`src/rtl/pds_pkg.sv`:
```
package pds_pkg;

  localparam int MAX_STREAMS = 8;
  localparam int CH_PER_STREAM = 2;

  typedef logic [MAX_STREAMS-1:0] smask_t;

  function automatic logic bit_at(smask_t v, int k);
    return ((v >> k) & smask_t'(1)) != '0;
  endfunction

  function automatic smask_t one_at(int k);
    return smask_t'(1) << k;
  endfunction

  // lowest-numbered set bit among the first n
  function automatic smask_t lowest_first(smask_t v, int n);
    smask_t r;
    r = '0;
    for (int k = 0; k < MAX_STREAMS; k++) begin
      if (k < n && r == '0 && bit_at(v, k)) r = one_at(k);
    end
    return r;
  endfunction

  // first set bit found scanning upward from index p, wrapping at n
  function automatic smask_t from_pointer(smask_t v, int n, int p);
    smask_t r;
    int idx;
    r = '0;
    for (int k = 0; k < MAX_STREAMS; k++) begin
      idx = (p + k >= n) ? p + k - n : p + k;
      if (k < n && r == '0 && bit_at(v, idx)) r = one_at(idx);
    end
    return r;
  endfunction

  function automatic int mask_index(smask_t v);
    int r;
    r = 0;
    for (int k = MAX_STREAMS - 1; k >= 0; k--) begin
      if (bit_at(v, k)) r = k;
    end
    return r;
  endfunction

  function automatic int next_index(int i, int n);
    return (i + 1 >= n) ? 0 : i + 1;
  endfunction

endpackage

```
`src/rtl/pds_stream_req.sv`:
```
module pds_stream_req
  import pds_pkg::*;
#(
  parameter int NUM_STREAMS = 2,
  localparam int NUM_CH = NUM_STREAMS * CH_PER_STREAM
) (
  input  logic [NUM_CH-1:0]      ch_req,
  input  logic [NUM_STREAMS-1:0] stream_urgent,
  output logic [NUM_STREAMS-1:0] sreq,
  output logic [NUM_STREAMS-1:0] urg_req
);

  for (genvar s = 0; s < NUM_STREAMS; s++) begin : g_stream
    // either end of the stream asks for the bus
    assign sreq[s]    = |ch_req[s*CH_PER_STREAM +: CH_PER_STREAM];
    // urgency counts only for a stream that actually requests
    assign urg_req[s] = stream_urgent[s] & sreq[s];
  end

endmodule

```
`src/rtl/pds_select.sv`:
```
module pds_select
  import pds_pkg::*;
#(
  parameter int NUM_STREAMS = 2,
  localparam int PTR_W = (NUM_STREAMS > 1) ? $clog2(NUM_STREAMS) : 1
) (
  input  logic                   clk,
  input  logic                   rst_n,
  input  logic [NUM_STREAMS-1:0] sreq,
  input  logic [NUM_STREAMS-1:0] urg_req,
  input  logic                   rr_mode,
  input  logic [PTR_W-1:0]       ptr_q,
  output logic [NUM_STREAMS-1:0] pick,
  output logic                   urgent_phase
);

  logic [NUM_STREAMS-1:0] cand;
  smask_t                 fixed_w;
  smask_t                 rr_w;

  // urgent requesters, when any exist, shadow all the others
  assign urgent_phase = |urg_req;
  assign cand         = urgent_phase ? urg_req : sreq;

  always_comb begin
    fixed_w = lowest_first(smask_t'(cand), NUM_STREAMS);
    rr_w    = from_pointer(smask_t'(cand), NUM_STREAMS, int'(ptr_q));
  end

  assign pick = rr_mode ? rr_w[NUM_STREAMS-1:0] : fixed_w[NUM_STREAMS-1:0];

  // fixed order, stream 0 wins whenever it is a candidate
  assert_fixed_low_wins_R5 : assert property (@(posedge clk) disable iff (!rst_n)
    (!rr_mode && cand[0]) |-> pick[0]);

  // the choice always lies inside the urgent set when one exists
  assert_pick_in_urgent_R8 : assert property (@(posedge clk) disable iff (!rst_n)
    urgent_phase |-> ((pick & ~urg_req) == '0));

  assert_pick_onehot_R3 : assert property (@(posedge clk) disable iff (!rst_n)
    $onehot0(pick));

endmodule

```
`src/rtl/pds_grant_state.sv`:
```
module pds_grant_state
  import pds_pkg::*;
#(
  parameter int NUM_STREAMS = 2,
  localparam int PTR_W = (NUM_STREAMS > 1) ? $clog2(NUM_STREAMS) : 1
) (
  input  logic                   clk,
  input  logic                   rst_n,
  input  logic [NUM_STREAMS-1:0] sreq,
  input  logic [NUM_STREAMS-1:0] stream_urgent,
  input  logic [NUM_STREAMS-1:0] urg_req,
  input  logic [NUM_STREAMS-1:0] pick,
  output logic [NUM_STREAMS-1:0] holder_q,
  output logic [PTR_W-1:0]       ptr_q,
  output logic                   preempt
);

  logic holder_live;
  logic holder_urgent;
  logic keep;
  logic new_grant;
  logic [NUM_STREAMS-1:0] holder_d;
  logic [PTR_W-1:0]       ptr_d;

  assign holder_live   = |(holder_q & sreq);
  assign holder_urgent = |(holder_q & stream_urgent);
  // a non-urgent holder yields to any other urgent requester
  assign preempt       = holder_live && !holder_urgent && |(urg_req & ~holder_q);
  assign keep          = holder_live && !preempt;
  assign new_grant     = !keep && (|pick);

  assign holder_d = keep ? holder_q : pick;
  assign ptr_d    = new_grant
                  ? PTR_W'(next_index(mask_index(smask_t'(pick)), NUM_STREAMS))
                  : ptr_q;

  always_ff @(posedge clk or negedge rst_n) begin
    if (!rst_n) begin
      holder_q <= '0;
      ptr_q    <= '0;
    end else begin
      holder_q <= holder_d;
      ptr_q    <= ptr_d;
    end
  end

  assert_single_holder_R3 : assert property (@(posedge clk) disable iff (!rst_n)
    $onehot0(holder_q));

  assert_only_requesters_R4 : assert property (@(posedge clk) disable iff (!rst_n)
    (holder_q & ~$past(sreq)) == '0);

  assert_no_idle_R4 : assert property (@(posedge clk) disable iff (!rst_n)
    (|sreq) |=> (|holder_q));

  assert_hold_R9 : assert property (@(posedge clk) disable iff (!rst_n)
    (holder_live && !preempt) |=> (holder_q == $past(holder_q)));

  assert_preempt_moves_R10 : assert property (@(posedge clk) disable iff (!rst_n)
    preempt |=> (|(holder_q & $past(urg_req))));

  assert_urgent_first_R7 : assert property (@(posedge clk) disable iff (!rst_n)
    (!holder_live && (|urg_req)) |=> (|(holder_q & $past(urg_req))));

  assert_urgent_kept_R11 : assert property (@(posedge clk) disable iff (!rst_n)
    (holder_live && holder_urgent) |=> (holder_q == $past(holder_q)));

  assert_ptr_range_R6 : assert property (@(posedge clk) disable iff (!rst_n)
    int'(ptr_q) < NUM_STREAMS);

endmodule

```
`src/rtl/pds_arbiter.sv`:
```
module pds_arbiter
  import pds_pkg::*;
#(
  parameter int NUM_STREAMS = 2,
  localparam int NUM_CH = NUM_STREAMS * CH_PER_STREAM,
  localparam int PTR_W  = (NUM_STREAMS > 1) ? $clog2(NUM_STREAMS) : 1
) (
  input  logic                   clk,
  input  logic                   rst_n,
  input  logic [NUM_CH-1:0]      ch_req,
  input  logic                   rr_mode,
  input  logic [NUM_STREAMS-1:0] stream_urgent,
  output logic [NUM_CH-1:0]      ch_gnt,
  output logic [NUM_STREAMS-1:0] stream_gnt
);

  logic [NUM_STREAMS-1:0] sreq;
  logic [NUM_STREAMS-1:0] urg_req;
  logic [NUM_STREAMS-1:0] pick;
  logic [NUM_STREAMS-1:0] holder_q;
  logic [PTR_W-1:0]       ptr_q;
  logic                   urgent_phase;
  logic                   preempt;

  pds_stream_req #(.NUM_STREAMS(NUM_STREAMS)) u_req (
    .ch_req        (ch_req),
    .stream_urgent (stream_urgent),
    .sreq          (sreq),
    .urg_req       (urg_req)
  );

  pds_select #(.NUM_STREAMS(NUM_STREAMS)) u_sel (
    .clk          (clk),
    .rst_n        (rst_n),
    .sreq         (sreq),
    .urg_req      (urg_req),
    .rr_mode      (rr_mode),
    .ptr_q        (ptr_q),
    .pick         (pick),
    .urgent_phase (urgent_phase)
  );

  pds_grant_state #(.NUM_STREAMS(NUM_STREAMS)) u_state (
    .clk           (clk),
    .rst_n         (rst_n),
    .sreq          (sreq),
    .stream_urgent (stream_urgent),
    .urg_req       (urg_req),
    .pick          (pick),
    .holder_q      (holder_q),
    .ptr_q         (ptr_q),
    .preempt       (preempt)
  );

  assign stream_gnt = holder_q;

  // both ends of the stream share one grant bit
  for (genvar s = 0; s < NUM_STREAMS; s++) begin : g_fan
    assign ch_gnt[s*CH_PER_STREAM +: CH_PER_STREAM] = {CH_PER_STREAM{holder_q[s]}};
  end

  assert_preempt_needs_urgency_R12 : assert property (@(posedge clk) disable iff (!rst_n)
    preempt |-> urgent_phase);

endmodule

```
`config.mk`:
```
export PLATFORM = sky130hd
export DESIGN_NAME = pds_arbiter
export DESIGN_NICKNAME = d
export VERILOG_FILES = /design/src/rtl/pds_pkg.sv /design/src/rtl/pds_stream_req.sv /design/src/rtl/pds_select.sv /design/src/rtl/pds_grant_state.sv /design/src/rtl/pds_arbiter.sv
export SDC_FILE = /design/constraint.sdc
export NUM_CORES = 1
export LEC_CHECK = 0
export BUFFER_PORTS_ARGS = -buffer_cell sky130_fd_sc_hd__buf_2
export CAP_MARGIN = 25
export CORE_AREA = 2 2 39 41
export CTS_CLUSTER_SIZE = 10
export DETAILED_ROUTE_END_ITERATION = 12
export DIE_AREA = 0 0 41 43
export HOLD_SLACK_MARGIN = 0.03
export SLEW_MARGIN = 20
export SYNTH_ARGS = -nofsm -noshare
export SYNTH_HDL_FRONTEND = slang
export SYNTH_SLANG_ARGS = --single-unit
```
`constraint.sdc`:
```
create_clock -name clk -period 1.4 [get_ports clk]
set_input_delay 0.07 -clock clk [delete_from_list [all_inputs] [get_ports clk]]
set_output_delay 0.07 -clock clk [all_outputs]
set_load 0.005 [all_outputs]
```
# ---- Word-level counts from Yosys, hierarchy flattened
# Cells that the tools add are included.
dict set report classes {
  n_lt_le_gt_ge 3
  reduce_logical 18
  mux 11
  n_addsub 4
  shifts 4
  n_bitwise 6
}
# operator count
set op_table {}
lappend op_table {{2-to-1 mux 32 bit} 2}
lappend op_table {{>> shifter 2 x 32 -> 1 bit} 2}
lappend op_table {{greater-or-equal comparator 32 x 3 -> 1 bit, second input constant} 1}
lappend op_table {{<< shifter 1 x 32 -> 2 bit, first input constant} 1}
lappend op_table {{<< shifter 1 x 32 -> 8 bit, first input constant} 1}
lappend op_table {{subtractor 32 x 3 -> 32 bit, second input constant} 1}
lappend op_table {{logical NOT 8 bit} 2}
lappend op_table {{OR reduction 2 bit} 7}
lappend op_table {{2-to-1 mux 2 bit} 4}
lappend op_table {{2-to-1 mux 8 bit} 1}
lappend op_table {{AND 2 bit} 3}
lappend op_table {{logical AND 1 bit} 6}
lappend op_table {{adder 1 x 1 -> 2 bit, second input constant} 2}
lappend op_table {{2-to-1 mux 1 bit} 4}
lappend op_table {{logical NOT 1 bit} 3}
lappend op_table {{subtractor 1 x 2 -> 3 bit, second input constant} 1}
lappend op_table {{AND 1 bit} 2}
lappend op_table {{greater-or-equal comparator 1 x 2 -> 1 bit, second input constant} 1}
lappend op_table {{greater-or-equal comparator 2 bit, second input constant} 1}
lappend op_table {{inverter 2 bit} 1}
dict set report word_totals {
  register_bits 3
  elab_cells 48
  in_bits 9
  out_inout_bits 6
}

# ---- Depth between registers and ports, before layout
dict set report logic_depth {
  depth_word 15
  depth_mapped 4
  ltp_nobuf 4
}

# ---- By module
# From an unflattened synthesis, not the netlist that was laid out.
dict set report unflattened {
  cells_unflattened 33
  area_unflattened_um2 307.8
}
# module instances area_each_um2 cells_each seq_area_each_um2
set modules_own_cells {}
lappend modules_own_cells {pds_grant_state 1 191.4 16 75.1}
lappend modules_own_cells {pds_select 1 58.8 9 0.0}
lappend modules_own_cells {pds_arbiter 1 30.0 4 0.0}
lappend modules_own_cells {pds_stream_req 1 27.5 4 0.0}

# ---- Worst setup path after synthesis
# OpenSTA, ideal clock, no wires.
dict set report synth_path {
  path_type {flip-flop to flip-flop}
  start {register u_state.holder_q[0]}
  end {register u_state.holder_q[0]}
  t_required_ns 1.321
  path_stages_with_launch 5
  setup_ns 0.079
  path_slack_ns 0.284
  path_buffers 0
  synth_period_minus_slack_ns 1.116
  arrival_ns 1.037
  cell_sequence {dfrtp_1 > o21a_2 > a21oi_2 > a211oi_2 > mux2i_1}
}
dict set report synth_between {
  elab_chain_cells 7
  elab_cells_between_ends 12
  cone_classes {bitwise (4); reduce/logical (8)}
}
# element line
set synth_rtl {}
lappend synth_rtl {{start: declaration} pds_grant_state.sv:13} ;# output logic [NUM_STREAMS-1:0] holder_q,
lappend synth_rtl {{start signal: assignment} pds_grant_state.sv:42} ;# holder_q <= holder_d;
lappend synth_rtl {{AND 2 bit} pds_grant_state.sv:26} ;# assign holder_urgent = |(holder_q & stream_urgent);
lappend synth_rtl {{OR reduction 2 bit} pds_grant_state.sv:26}
lappend synth_rtl {{logical NOT 1 bit} pds_grant_state.sv:28} ;# assign preempt = holder_live && !holder_urgent && |(urg_req & ~holder_q);
lappend synth_rtl {{logical AND 1 bit (2 in series)} pds_grant_state.sv:28}
lappend synth_rtl {{logical NOT 1 bit} pds_grant_state.sv:29} ;# assign keep = holder_live && !preempt;
lappend synth_rtl {{logical AND 1 bit *} pds_grant_state.sv:29}
# Mark *: on every way between the ends. The rest lies on a longest branch, timed or not.
# A chain may end at the register's enable or synchronous reset.

# ---- Worst setup path after layout
# Same ends and word-level chain as after synthesis.

==> run metrics <==
run status=completed; final-layout setup total negative slack=0 ps; power density relative to cell area=1780 nW/um^2; global-route wire length before repair=765 microns; Post-Synthesis Cell Area=253 sq um; largest voltage drop on the vdd net=0.305 mV; number of library cell types mapped by synthesis=20; Max-Cap Viols=0; number of iterations in the first detailed-routing pass=1; Worst Path Max Fanout=6; critical setup path kind=reg2reg; total overflow reported by the global router=0; number of global-route vias before repair=192; total power draw=slightly above 0.0006 W; Boundary Pins=15; static power due to leakage=roughly 0.17 nW; total track usage=7.35%; overall die width=41 microns; worst max-slew margin expressed relative to the limit=85.0%; post-layout min period=1160 ps; CTS tree=yes; total number of H-tree levels=1; Clock Pin Slew Worst Setup and Hold Paths=40 ps; antenna violations before repair=0; final RePlAce weighted congestion=between 0.6 and 0.7; synthesized instance count=30; filler cell count in the final layout=172; required time worst endpoint=1560 ps; number of DRC markers in iteration 0=0; initial core utilization=18.3%; Final Setup Violations=0; CTS Root Buffer Type=sky130_fd_sc_hd__clkbuf_4; slew at the pin closest to its max-slew limit=about 220 ps; unrepaired setup endpoints after global routing=false; Highest Clock Rate=863 MHz; crit path capture type=flip-flop; quantity of I/O buffers inserted on ports=14; antenna cell count=0; average instance area after synthesis=8.42 sq um; Synthesized Nets=39; synthesis-to-layout area growth=38.1%; CP delay by family, top=compound AO/OA/AOI/OAI gates; largest buffer count on any clock path=2; Fin Clk Skew=slightly above 4 ps; yosys warns=0; clock latency of the later-clocked register in the worst-skew pair=240 ps; count of non-filler cells in the finished layout=61; Placement Rows=14; proportion of netlist area held by the largest area contributor=29.7%; series of cell instances along the critical path=o21a_2 -> a21oi_2 -> a211oi_2 -> mux2i_1; ratio of cells with drive above 1 in the final layout=51.1%; routed wire length=around 540 microns; register area share after synthesis=about 30%; placed insts=between 50 and 60; number of buffers and inverters on the critical path=0; Remaining DRCs=0; number of endpoints with negative hold slack in the final report=0; commonest cells after routing, fill and taps aside=sky130_fd_sc_hd__buf_2, sky130_fd_sc_hd__clkbuf_4, sky130_fd_sc_hd__dfrtp_1; critical path arrival=between 1000 and 1500 ps; TritonCTS Sinks=3; antenna viol nets, final=0; area of the die=1760 sq um; number of resized instances in the post-cts repair step=0; Period Utilization, post-route=82.7%; layout net count=55; flop-to-flop setup slack=approximately 240 ps; critical path launch point type=flip-flop; via count=251; number of register bits inferred by synthesis=3; top cell type by total area after synthesis=sky130_fd_sc_hd__dfrtp_1; most common library cell in the layout ignoring fill and taps=sky130_fd_sc_hd__buf_2; CTS Buf Count=3; max-slew violation total from the final report=0; Worst path max stage delay=410 ps; Critical Path Slowest Stage Cell=sky130_fd_sc_hd__dfrtp_1; largest cells by area after synthesis=sky130_fd_sc_hd__dfrtp_1, sky130_fd_sc_hd__buf_4, sky130_fd_sc_hd__a211oi_2; number of vias per cell after detailed routing=4.11; routed length per placed instance=8.77 microns; chip height=43 microns; maximum number of pins on one net before global-route repair=8; Tightest Hold Check Type=in2async; Core Box Area=between 1000 and 1500 sq um
cells by family (layout without fill, tap and decap cells):
| kind of cell | after synthesis | after routing | share of synthesized area, % |
|---|---|---|---|
| and+or+nand+nor | 11 | 11 | 23.3 |
| buffers and inverters | 5 | 20 | 13.4 |
| AOI/OAI and AO/OA | 10 | 10 | 29.7 |
| DFF | 3 | 3 | 29.7 |
| muxes | 1 | 1 | 3.96 |
repair_timing:
action,in CTS,in global routing
setup buffers,0,0
hold buffers,1,0
endpoints found under the hold margin,3,0
synthesized netlist by cell type (all sizes together):
master   number
buf           4
dfrtp         3
nand2b        2
nor2          3
o2bb2ai       1
nor3          1
nor2b         1
mux2i         1
nand3         1
o21ai         4
or2           1
a21oi         1
inv           1
o21a          2
nand2         2
a211oi        1
a21o          1
power breakdown:
| group | internal, W | switching, W |
|---|---|---|
| Sequential | 0.000133 | 0.0000570 |
| Clock | 0.000107 | 0.0000504 |
| Combinational | 0.000150 | 0.000122 |
| Total | 0.000390 | 0.000230 |
worst register-to-register path, cell delays in order, from the launching register on:
cell and delay [ps]:
sky130_fd_sc_hd__dfrtp_1 410, sky130_fd_sc_hd__o21a_2 190, sky130_fd_sc_hd__a21oi_2 40, sky130_fd_sc_hd__a211oi_2 250, sky130_fd_sc_hd__mux2i_1 210
path summary, 6_finish.rpt:
check                                     from             endpoint  cells after the start
setup / recovery           u_state.holder_q[0]  u_state.holder_q[0]                      4
hold / removal                           rst_n  u_state.holder_q[0]                      2
setup reg to reg           u_state.holder_q[0]  u_state.holder_q[0]                      4
hold reg to reg                  u_state.ptr_q        u_state.ptr_q                      1
max in group asynchronous                rst_n        u_state.ptr_q                      2
min in group clk                     ch_req[0]  u_state.holder_q[1]                      4
state kept, by name (all words and copies together), names as in the netlist:
name and cells:
u_state.ptr_q 1, u_state.holder_q 2
layout make-up:
class | count | area (sq um) | area share (%)
Timing Repair Buffer | 15 | 80.1 | 22.9
Sequential cell | 3 | 75.1 | 21.5
Inverter | 1 | 3.75 | 1.08
Tap cell | 16 | 20.0 | 5.73
Clock buffer | 4 | 26.3 | 7.53
Multi-Input combinational cell | 22 | 144 | 41.2
layer usage:
layer  GRT usage, %  up-vias  routed length [microns]
met5              0        -                        0
met3           3.14        2                       60
met4           10.0        0                       20
met2           8.13       14                      217
li1               -      130                        -
met1           8.44      105                      236
per-stage QoR:
stage | hold slack, ps | instance area [sq um] | util [%] | worst slack, ps
after detailed placement | -133 | 313 | 22.6 | 226
final | 150 | 349 | 25.2 | 242
after floorplan | -226 | 253 | - | 284
after CTS | 144 | 349 | 25.2 | 218
after global routing | 149 | 349 | 25.2 | 130
after global placement | -131 | 313 | 22.6 | 252
Power figures use the tool's default switching activity.
